<file path="src/rtl/fcsm_pkg.sv">
package fcsm_pkg;

  typedef enum logic [3:0] {
    ST_READ,
    ST_UNL1,
    ST_UNL2,
    ST_AUTO,
    ST_PSET,
    ST_ES1,
    ST_ES2,
    ST_ES3,
    ST_BPROG,
    ST_BERASE
  } fcsm_state_e;

  localparam logic [10:0] UNL_A1 = 11'h555;
  localparam logic [10:0] UNL_A2 = 11'h2AA;

  localparam logic [7:0] K_UNL1 = 8'hAA;
  localparam logic [7:0] K_UNL2 = 8'h55;
  localparam logic [7:0] K_PROG = 8'hA0;
  localparam logic [7:0] K_AUTO = 8'h90;
  localparam logic [7:0] K_RST  = 8'hF0;
  localparam logic [7:0] K_ESET = 8'h80;
  localparam logic [7:0] K_CHIP = 8'h10;

endpackage

</file>
<file path="src/rtl/fcsm_strobe.sv">
module fcsm_strobe #(
  parameter int ADDR_W = 11
) (
  input  logic              clk,
  input  logic              rst,
  input  logic              ce_n,
  input  logic              we_n,
  input  logic [ADDR_W-1:0] addr,
  output logic              wr_end,
  output logic [ADDR_W-1:0] waddr
);

  logic wr_act;
  logic wr_act_q;

  assign wr_act = ~ce_n & ~we_n;
  assign wr_end = wr_act_q & ~wr_act;

  always_ff @(posedge clk) begin
    if (rst) begin
      wr_act_q <= 1'b0;
      waddr    <= '0;
    end else begin
      wr_act_q <= wr_act;
      if (wr_act && !wr_act_q) waddr <= addr;
    end
  end

  // the captured address holds for as long as the write stays active
  a_r3_addr_hold: assert property (@(posedge clk) disable iff (rst)
    (wr_act_q && wr_act) |=> $stable(waddr));

endmodule

</file>
<file path="src/rtl/fcsm_decoder.sv">
module fcsm_decoder
  import fcsm_pkg::*;
#(
  parameter int ADDR_W    = 11,
  parameter int DATA_W    = 16,
  parameter int ARR_AW    = 6,
  parameter int PROG_CYC  = 8,
  parameter int ERASE_CYC = 40
) (
  input  logic              clk,
  input  logic              rst,
  input  logic              wr_end,
  input  logic [ADDR_W-1:0] waddr,
  input  logic [DATA_W-1:0] wdata,
  output fcsm_state_e       state,
  output logic [ARR_AW-1:0] pgm_addr,
  output logic [DATA_W-1:0] pgm_data,
  output logic              pgm_fire,
  output logic              erase_fire
);

  localparam int MAXC  = (PROG_CYC > ERASE_CYC) ? PROG_CYC : ERASE_CYC;
  localparam int CNT_W = $clog2(MAXC + 1);

  logic [CNT_W-1:0] cnt;
  logic [7:0]       code;
  logic             at_a1;
  logic             at_a2;

  assign code  = wdata[7:0];
  assign at_a1 = (waddr[10:0] == UNL_A1);
  assign at_a2 = (waddr[10:0] == UNL_A2);

  assign pgm_fire   = (state == ST_BPROG)  && (cnt == '0);
  assign erase_fire = (state == ST_BERASE) && (cnt == '0);

  always_ff @(posedge clk) begin
    if (rst) begin
      state    <= ST_READ;
      cnt      <= '0;
      pgm_addr <= '0;
      pgm_data <= '0;
    end else begin
      case (state)
        ST_BPROG, ST_BERASE: begin
          if (cnt == '0) state <= ST_READ;
          else           cnt   <= cnt - 1'b1;
        end
        ST_PSET: begin
          if (wr_end) begin
            pgm_addr <= waddr[ARR_AW-1:0];
            pgm_data <= wdata;
            cnt      <= CNT_W'(PROG_CYC - 1);
            state    <= ST_BPROG;
          end
        end
        ST_AUTO: begin
          if (wr_end && code == K_RST) state <= ST_READ;
        end
        ST_READ: begin
          if (wr_end) state <= (code == K_UNL1 && at_a1) ? ST_UNL1 : ST_READ;
        end
        ST_UNL1: begin
          if (wr_end) state <= (code == K_UNL2 && at_a2) ? ST_UNL2 : ST_READ;
        end
        ST_UNL2: begin
          if (wr_end) begin
            if (at_a1 && code == K_PROG)      state <= ST_PSET;
            else if (at_a1 && code == K_AUTO) state <= ST_AUTO;
            else if (at_a1 && code == K_ESET) state <= ST_ES1;
            else                              state <= ST_READ;
          end
        end
        ST_ES1: begin
          if (wr_end) state <= (code == K_UNL1 && at_a1) ? ST_ES2 : ST_READ;
        end
        ST_ES2: begin
          if (wr_end) state <= (code == K_UNL2 && at_a2) ? ST_ES3 : ST_READ;
        end
        ST_ES3: begin
          if (wr_end) begin
            if (code == K_CHIP && at_a1) begin
              cnt   <= CNT_W'(ERASE_CYC - 1);
              state <= ST_BERASE;
            end else begin
              state <= ST_READ;
            end
          end
        end
        default: state <= ST_READ;
      endcase
    end
  end

  // while a program runs, its target and data are frozen and no command moves the state
  a_r7_busy_hold: assert property (@(posedge clk) disable iff (rst)
    (state == ST_BPROG && cnt != '0) |=>
      (state == ST_BPROG && $stable(pgm_addr) && $stable(pgm_data)));

  // an erase in progress leaves only to read mode
  a_r7_erase_exit: assert property (@(posedge clk) disable iff (rst)
    (state == ST_BERASE) |=> (state == ST_BERASE || state == ST_READ));

  // identifier mode survives every write other than the reset code
  a_r10_auto_sticky: assert property (@(posedge clk) disable iff (rst)
    (state == ST_AUTO && wr_end && code != K_RST) |=> (state == ST_AUTO));

  // a wrong second unlock write falls back to read mode
  a_r11_bad_unlock: assert property (@(posedge clk) disable iff (rst)
    (state == ST_UNL1 && wr_end && !(code == K_UNL2 && at_a2)) |=> (state == ST_READ));

endmodule

</file>
<file path="src/rtl/fcsm_array.sv">
module fcsm_array #(
  parameter int DATA_W = 16,
  parameter int ARR_AW = 6,
  parameter int SECT_W = 2,
  parameter logic [(1<<SECT_W)-1:0] PROT_INIT = '0
) (
  input  logic              clk,
  input  logic              rst,
  input  logic              pgm_fire,
  input  logic [ARR_AW-1:0] pgm_addr,
  input  logic [DATA_W-1:0] pgm_data,
  input  logic              erase_fire,
  input  logic [ARR_AW-1:0] rd_addr,
  output logic [DATA_W-1:0] rd_word,
  output logic [(1<<SECT_W)-1:0] prot_bits
);

  localparam int DEPTH = 1 << ARR_AW;
  localparam int SHIFT = ARR_AW - SECT_W;

  logic [DEPTH-1:0][DATA_W-1:0] mem;

  assign prot_bits = PROT_INIT;
  assign rd_word   = mem[rd_addr];

  always_ff @(posedge clk) begin
    if (rst) begin
      for (int i = 0; i < DEPTH; i++) mem[i] <= '1;
    end else begin
      for (int i = 0; i < DEPTH; i++) begin
        if (!PROT_INIT[i >> SHIFT]) begin
          if (erase_fire)
            mem[i] <= '1;
          else if (pgm_fire && pgm_addr == ARR_AW'(i))
            mem[i] <= mem[i] & pgm_data;
        end
      end
    end
  end

  for (genvar gi = 0; gi < DEPTH; gi++) begin : g_chk
    // outside an erase, a stored bit never goes from 0 to 1
    a_r5_only_clear: assert property (@(posedge clk) disable iff (rst)
      !$past(erase_fire) |-> ((mem[gi] & ~$past(mem[gi])) == '0));
    // words of a protected sector hold their value
    if (PROT_INIT[gi >> SHIFT]) begin : g_lock
      a_r9_locked_stable: assert property (@(posedge clk) disable iff (rst)
        $stable(mem[gi]));
    end
  end

endmodule

</file>
<file path="src/rtl/flash_cmd_fsm.sv">
module flash_cmd_fsm
  import fcsm_pkg::*;
#(
  parameter int ADDR_W    = 11,
  parameter int DATA_W    = 16,
  parameter int ARR_AW    = 6,
  parameter int SECT_W    = 2,
  parameter int PROG_CYC  = 8,
  parameter int ERASE_CYC = 40,
  parameter logic [(1<<SECT_W)-1:0] PROT_INIT = 4'b0100,
  parameter logic [DATA_W-1:0] MFR_ID = 16'h0004,
  parameter logic [DATA_W-1:0] DEV_ID = 16'h223B
) (
  input  logic              clk,
  input  logic              rst,
  input  logic              ce_n,
  input  logic              we_n,
  input  logic              oe_n,
  input  logic [ADDR_W-1:0] addr,
  input  logic [DATA_W-1:0] din,
  output logic [DATA_W-1:0] dout
);

  localparam int SECTORS = 1 << SECT_W;

  logic              wr_end;
  logic [ADDR_W-1:0] waddr;
  fcsm_state_e       state;
  logic [ARR_AW-1:0] pgm_addr;
  logic [DATA_W-1:0] pgm_data;
  logic              pgm_fire;
  logic              erase_fire;
  logic [DATA_W-1:0] rd_word;
  logic [SECTORS-1:0] prot_bits;
  logic              rd_act;
  logic [DATA_W-1:0] rd_next;
  logic [SECT_W-1:0] rd_sec;

  fcsm_strobe #(.ADDR_W(ADDR_W)) strobe_i (
    .clk(clk), .rst(rst), .ce_n(ce_n), .we_n(we_n), .addr(addr),
    .wr_end(wr_end), .waddr(waddr)
  );

  fcsm_decoder #(
    .ADDR_W(ADDR_W), .DATA_W(DATA_W), .ARR_AW(ARR_AW),
    .PROG_CYC(PROG_CYC), .ERASE_CYC(ERASE_CYC)
  ) decoder_i (
    .clk(clk), .rst(rst), .wr_end(wr_end), .waddr(waddr), .wdata(din),
    .state(state), .pgm_addr(pgm_addr), .pgm_data(pgm_data),
    .pgm_fire(pgm_fire), .erase_fire(erase_fire)
  );

  fcsm_array #(
    .DATA_W(DATA_W), .ARR_AW(ARR_AW), .SECT_W(SECT_W), .PROT_INIT(PROT_INIT)
  ) array_i (
    .clk(clk), .rst(rst), .pgm_fire(pgm_fire), .pgm_addr(pgm_addr),
    .pgm_data(pgm_data), .erase_fire(erase_fire),
    .rd_addr(addr[ARR_AW-1:0]), .rd_word(rd_word), .prot_bits(prot_bits)
  );

  assign rd_act = ~ce_n & ~oe_n;
  assign rd_sec = addr[ARR_AW-1 -: SECT_W];

  always_comb begin
    rd_next = '0;
    case (state)
      ST_BPROG:  rd_next[7] = ~pgm_data[7];
      ST_BERASE: rd_next    = '0;
      ST_AUTO: begin
        case (addr[1:0])
          2'd0:    rd_next = MFR_ID;
          2'd1:    rd_next = DEV_ID;
          2'd2:    rd_next[0] = prot_bits[rd_sec];
          default: rd_next = '0;
        endcase
      end
      default:   rd_next = rd_word;
    endcase
  end

  always_ff @(posedge clk) begin
    if (rst)         dout <= '0;
    else if (rd_act) dout <= rd_next;
    else             dout <= '0;
  end

  // the output bus is idle one edge after a cycle without an active read
  a_r2_idle_zero: assert property (@(posedge clk) disable iff (rst)
    !rd_act |=> (dout == '0));

  // while a program is busy, only bit 7 of a read result may be set
  a_r6_status_shape: assert property (@(posedge clk) disable iff (rst)
    (state == ST_BPROG) |=> ((dout & ~(DATA_W'(1) << 7)) == '0));

endmodule

</file>
<file path="config.mk">
export PLATFORM = sky130hd
export DESIGN_NAME = flash_cmd_fsm
export DESIGN_NICKNAME = d
export VERILOG_FILES = /design/src/rtl/fcsm_pkg.sv /design/src/rtl/fcsm_strobe.sv /design/src/rtl/fcsm_decoder.sv /design/src/rtl/fcsm_array.sv /design/src/rtl/flash_cmd_fsm.sv
export SDC_FILE = /design/constraint.sdc
export NUM_CORES = 2
export LEC_CHECK = 0
export ABC_AREA = 0
export BUFFER_PORTS_ARGS = -buffer_cell sky130_fd_sc_hd__clkbuf_2
export CAP_MARGIN = 20
export CORE_AREA = 2 2 293 208
export CTS_CLUSTER_SIZE = 24
export DETAILED_ROUTE_END_ITERATION = 8
export DIE_AREA = 0 0 295 210
export PLACE_DENSITY = 0.69
export SLEW_MARGIN = 5
export SYNTH_ARGS = -nofsm -noshare
export SYNTH_HDL_FRONTEND = slang
export SYNTH_SLANG_ARGS = --single-unit
export TNS_END_PERCENT = 50
</file>
<file path="constraint.sdc">
create_clock -name clk -period 2.93 [get_ports clk]
set_clock_uncertainty 0.15 [all_clocks]
set_input_delay 0.1465 -clock clk [delete_from_list [all_inputs] [get_ports clk]]
set_output_delay 0.1465 -clock clk [all_outputs]
set_load 0.1 [all_outputs]
</file>
==> results.yml <==
timing:
  period_share_pct: 93.3
  report.final.slew_viol_count: 0
  maxSlewHeadroom_pct: 22.3
  hold_violations: 0
  tns_ps: 0
  timing.fmax_ghz: 0.366
  tightest_slew_ps: 1170
  finalSetupViolations: 0
  period_needed_ps: 2730
  rsz0062_at_grt: "false"
critical_path:
  path_cells: "buf_4, nor2b_1, nand3_1, buf_4, nand2_1, a21oi_1, dlygate4sd3_1"
  crit_cells: 7
  worstSetupPathType: "reg -> reg"
  crit_path_frequent_cell: "buf_4"
  worst_setup_path_end_kind: "register"
  slowest_stage: "dlygate4sd3_1"
  required_ps: 3290
  ff2ff_path_depth: 7
  critical_path.top_delay_family: "buffers and inverters"
  crit_arrival_ps: 3100
  worstPathMaxFanout: 14
  start_kind: "register"
  cp_num_buf_inv: 3
  cpPeakStageDelay_ps: 600
place:
  gp_congestion: 0.975
  io_buffers: 47
  hpwl_um: 61900
  dp_cells: 4037
synth:
  synthesis.area_mm2: 0.0322
  syn-num-nets: 3401
  ys_types: 64
  synthFlopType: "dfxtp_1"
  syn_area_per_cell_um2: 9.56
  ys_seq_elements: 828
  syn_inst: 3364
  synthArstFlopShare_pct: 0
  yosysWarnings: 0
  synth_edf_count: 0
  yosysSeqAreaShare_pct: 51.5
status:
  outcome: "finished, final reports clean"
finish:
  antenna_cells: 0
  nets: 3400
  drive_gt1_share_pct: 15.7
  final-instance-count-excl-fill: 4231
  area_growth_pct: 13.8
  final-seq-area_mm2: 0.0166
  multi_input_area_mm2: 0.0143
  fill_cells: 4740
floorplan:
  dieArea_mm2: 0.0620
  row_count: 75
  chipWidth_um: 295
  io_pins: 48
  die_h_um: 210
  core_area_mm2: 0.0592
  start_util_pct: 54.3
drt:
  wl_per_cell_um: 23.0
  ant_nets: 0
  drc: 0
  wl_um: 97200
  routed_via_density: 6.22
  first_pass_iters: 6
  vias: 26300
  drt_iter0_drc: 3214
clocking:
  clkSlewWorstSetupHoldPaths_ps: 70
  cts_buffers: 76
  clk_latency_ps: 640
  cts_tree: "built"
  hold_buffers: 55
  post_cts_buffers: 0
  cts-resized-gates: 0
  cts.sinks: 828
  clock_path_buffers: 3
  ctsHtreeMaxLevel: 3
  clock-root-buffer: "clkbuf_16"
grt:
  antenna_found_initial: 3
  grt_pass1_vias: 25000
  grt_pass1_wl_um: 149000
  grt_max_degree: 93
  global_route.usage.total_pct: 31.4
  gr-total-overflow: 0
pwr:
  max-vdd-ir-drop_mv: 0.489
  power.total_w: 0.0227
  p_leak_nw: 13.2
  power_density_mw_per_mm2: 621
flow_run:
  drv_cap: 0
hold_path:
  holdCritPathClass: "in -> reg"
  min_path_cells: 6
-- state kept, by name, indices dropped and copies added, names as in the netlist --
signal / flops
array_i.mem: 768
decoder_i.cnt: 6
decoder_i.pgm_addr: 6
decoder_i.pgm_data: 16
decoder_i.state: 4
dout: 16
strobe_i.waddr: 11
strobe_i.wr_act_q: 1
-- area by class of cell --
cell class                 instances  share of cell area [%]
tap                              808                    2.76
sequential                       828                    45.3
multi-input combinational       2228                    39.2
inverter                          10                   0.103
timing repair buffer             219                    5.45
clock buffer                     114                    6.28
clock inverter                    24                   0.896
-- worst min-delay path: cells and delay by family --
| kind | cells | cell delay, ps |
|---|---|---|
| AOI/OAI and AO/OA | 2 | 190 |
| buffers and inverters | 2 | 240 |
| and+or+nand+nor | 2 | 210 |
-- cells by family (layout without fill, tap and decap cells) --
group,after synthesis,in the layout,share of synthesized area (%)
adders and majority gates,5,5,0.195
xor gates and xnor gates,1,1,0.0272
AOI/OAI and AO/OA,935,935,15.4
muxes,225,225,14.4
DFF,828,828,51.5
buffers and inverters,308,367,3.95
and+or+nand+nor,1062,1062,14.4
-- synth_stat cells, types with 28 or more instances --
library cell,count,area [um^2]
nand2_1,874,3280
dfxtp_1,828,16600
o21ai_0,598,2990
clkbuf_1,217,815
mux4_2,191,4300
o21ai_1,182,911
buf_2,58,290
a21oi_1,49,245
a22oi_1,48,360
nand3_1,31,155
mux2i_1,30,300
nor2_1,28,105
-- through the flow --
step           setup slack [ps]  cell area [um^2]  util (%)  hold slack [ps]
2_1_floorplan               579             32200         -             73.3
3_3_place_gp                341             33400      56.4              211
3_5_place_dp                264             33400      56.4              223
4_1_cts                     262             36600      61.8             33.0
5_1_grt                    53.7             36600      61.8             58.4
6_report                    195             36600      61.8             80.6
-- power by group --
group	switching (W)	internal (W)	total (W)
Sequential	0.0000129	0.0113	0.0113
Combinational	0.000634	0.000327	0.000960
Clock	0.00443	0.00606	0.0105
Total	0.00508	0.0177	0.0227
-- worst paths after layout --
check,end,start,slack [ps]
worst max-delay path,decoder_i.pgm_data[0],decoder_i.state[2],200
worst min-delay path,dout[0],oe_n,80
worst min register to register,array_i.mem[117],array_i.mem[117],310
worst max register to register,decoder_i.pgm_data[0],decoder_i.state[2],200
-- cells in the final DEF, fill, tap and decap left out, types with 5 or more instances in the layout --
cell           Yosys  routed
a211o_1            6       6
a211oi_1           5       5
a21oi_1           49      49
a221oi_1           5       5
a22oi_1           48      48
a31oi_1           13      12
and3_1            10      10
buf_12             0      25
buf_4              2      93
bufinv_16          0       7
clkbuf_1         217      15
clkbuf_16          0      78
clkbuf_2           4      44
clkbuf_8           0      21
clkinv_2           0      10
dfxtp_1          828     816
dfxtp_2            0      12
dlygate4sd3_1      0      55
ha_1               5       5
inv_1              9       9
inv_6              0       5
mux2i_1           30      30
mux4_2           191     191
nand2_1          874     874
nand2_2            8       8
nand2b_1          12      12
nand3_1           31      31
nand3_2           10      10
nand3_4            6       6
nand3b_1           5       5
nand3b_2           9       9
nand3b_4           5       5
nor2_1            28      28
nor2b_1           10      10
nor3_1            15      15
o21ai_0          598     598
o21ai_1          182     182
o22ai_1            6       6
or3_1              5       5
-- per-layer routing --
metal | vias up | routed length [um] | part of all wire [%] | track usage (%)
li1 | 11800 | - | - | -
met1 | 13000 | 41800 | 43 | 46.4
met2 | 1372 | 42200 | 43 | 46.3
met3 | 203 | 10400 | 11 | 6.62
met4 | 2 | 2780 | 2.9 | 9.57
met5 | - | 14 | 0.014 | 0
Note: power is estimated with default switching activity, not from simulation.
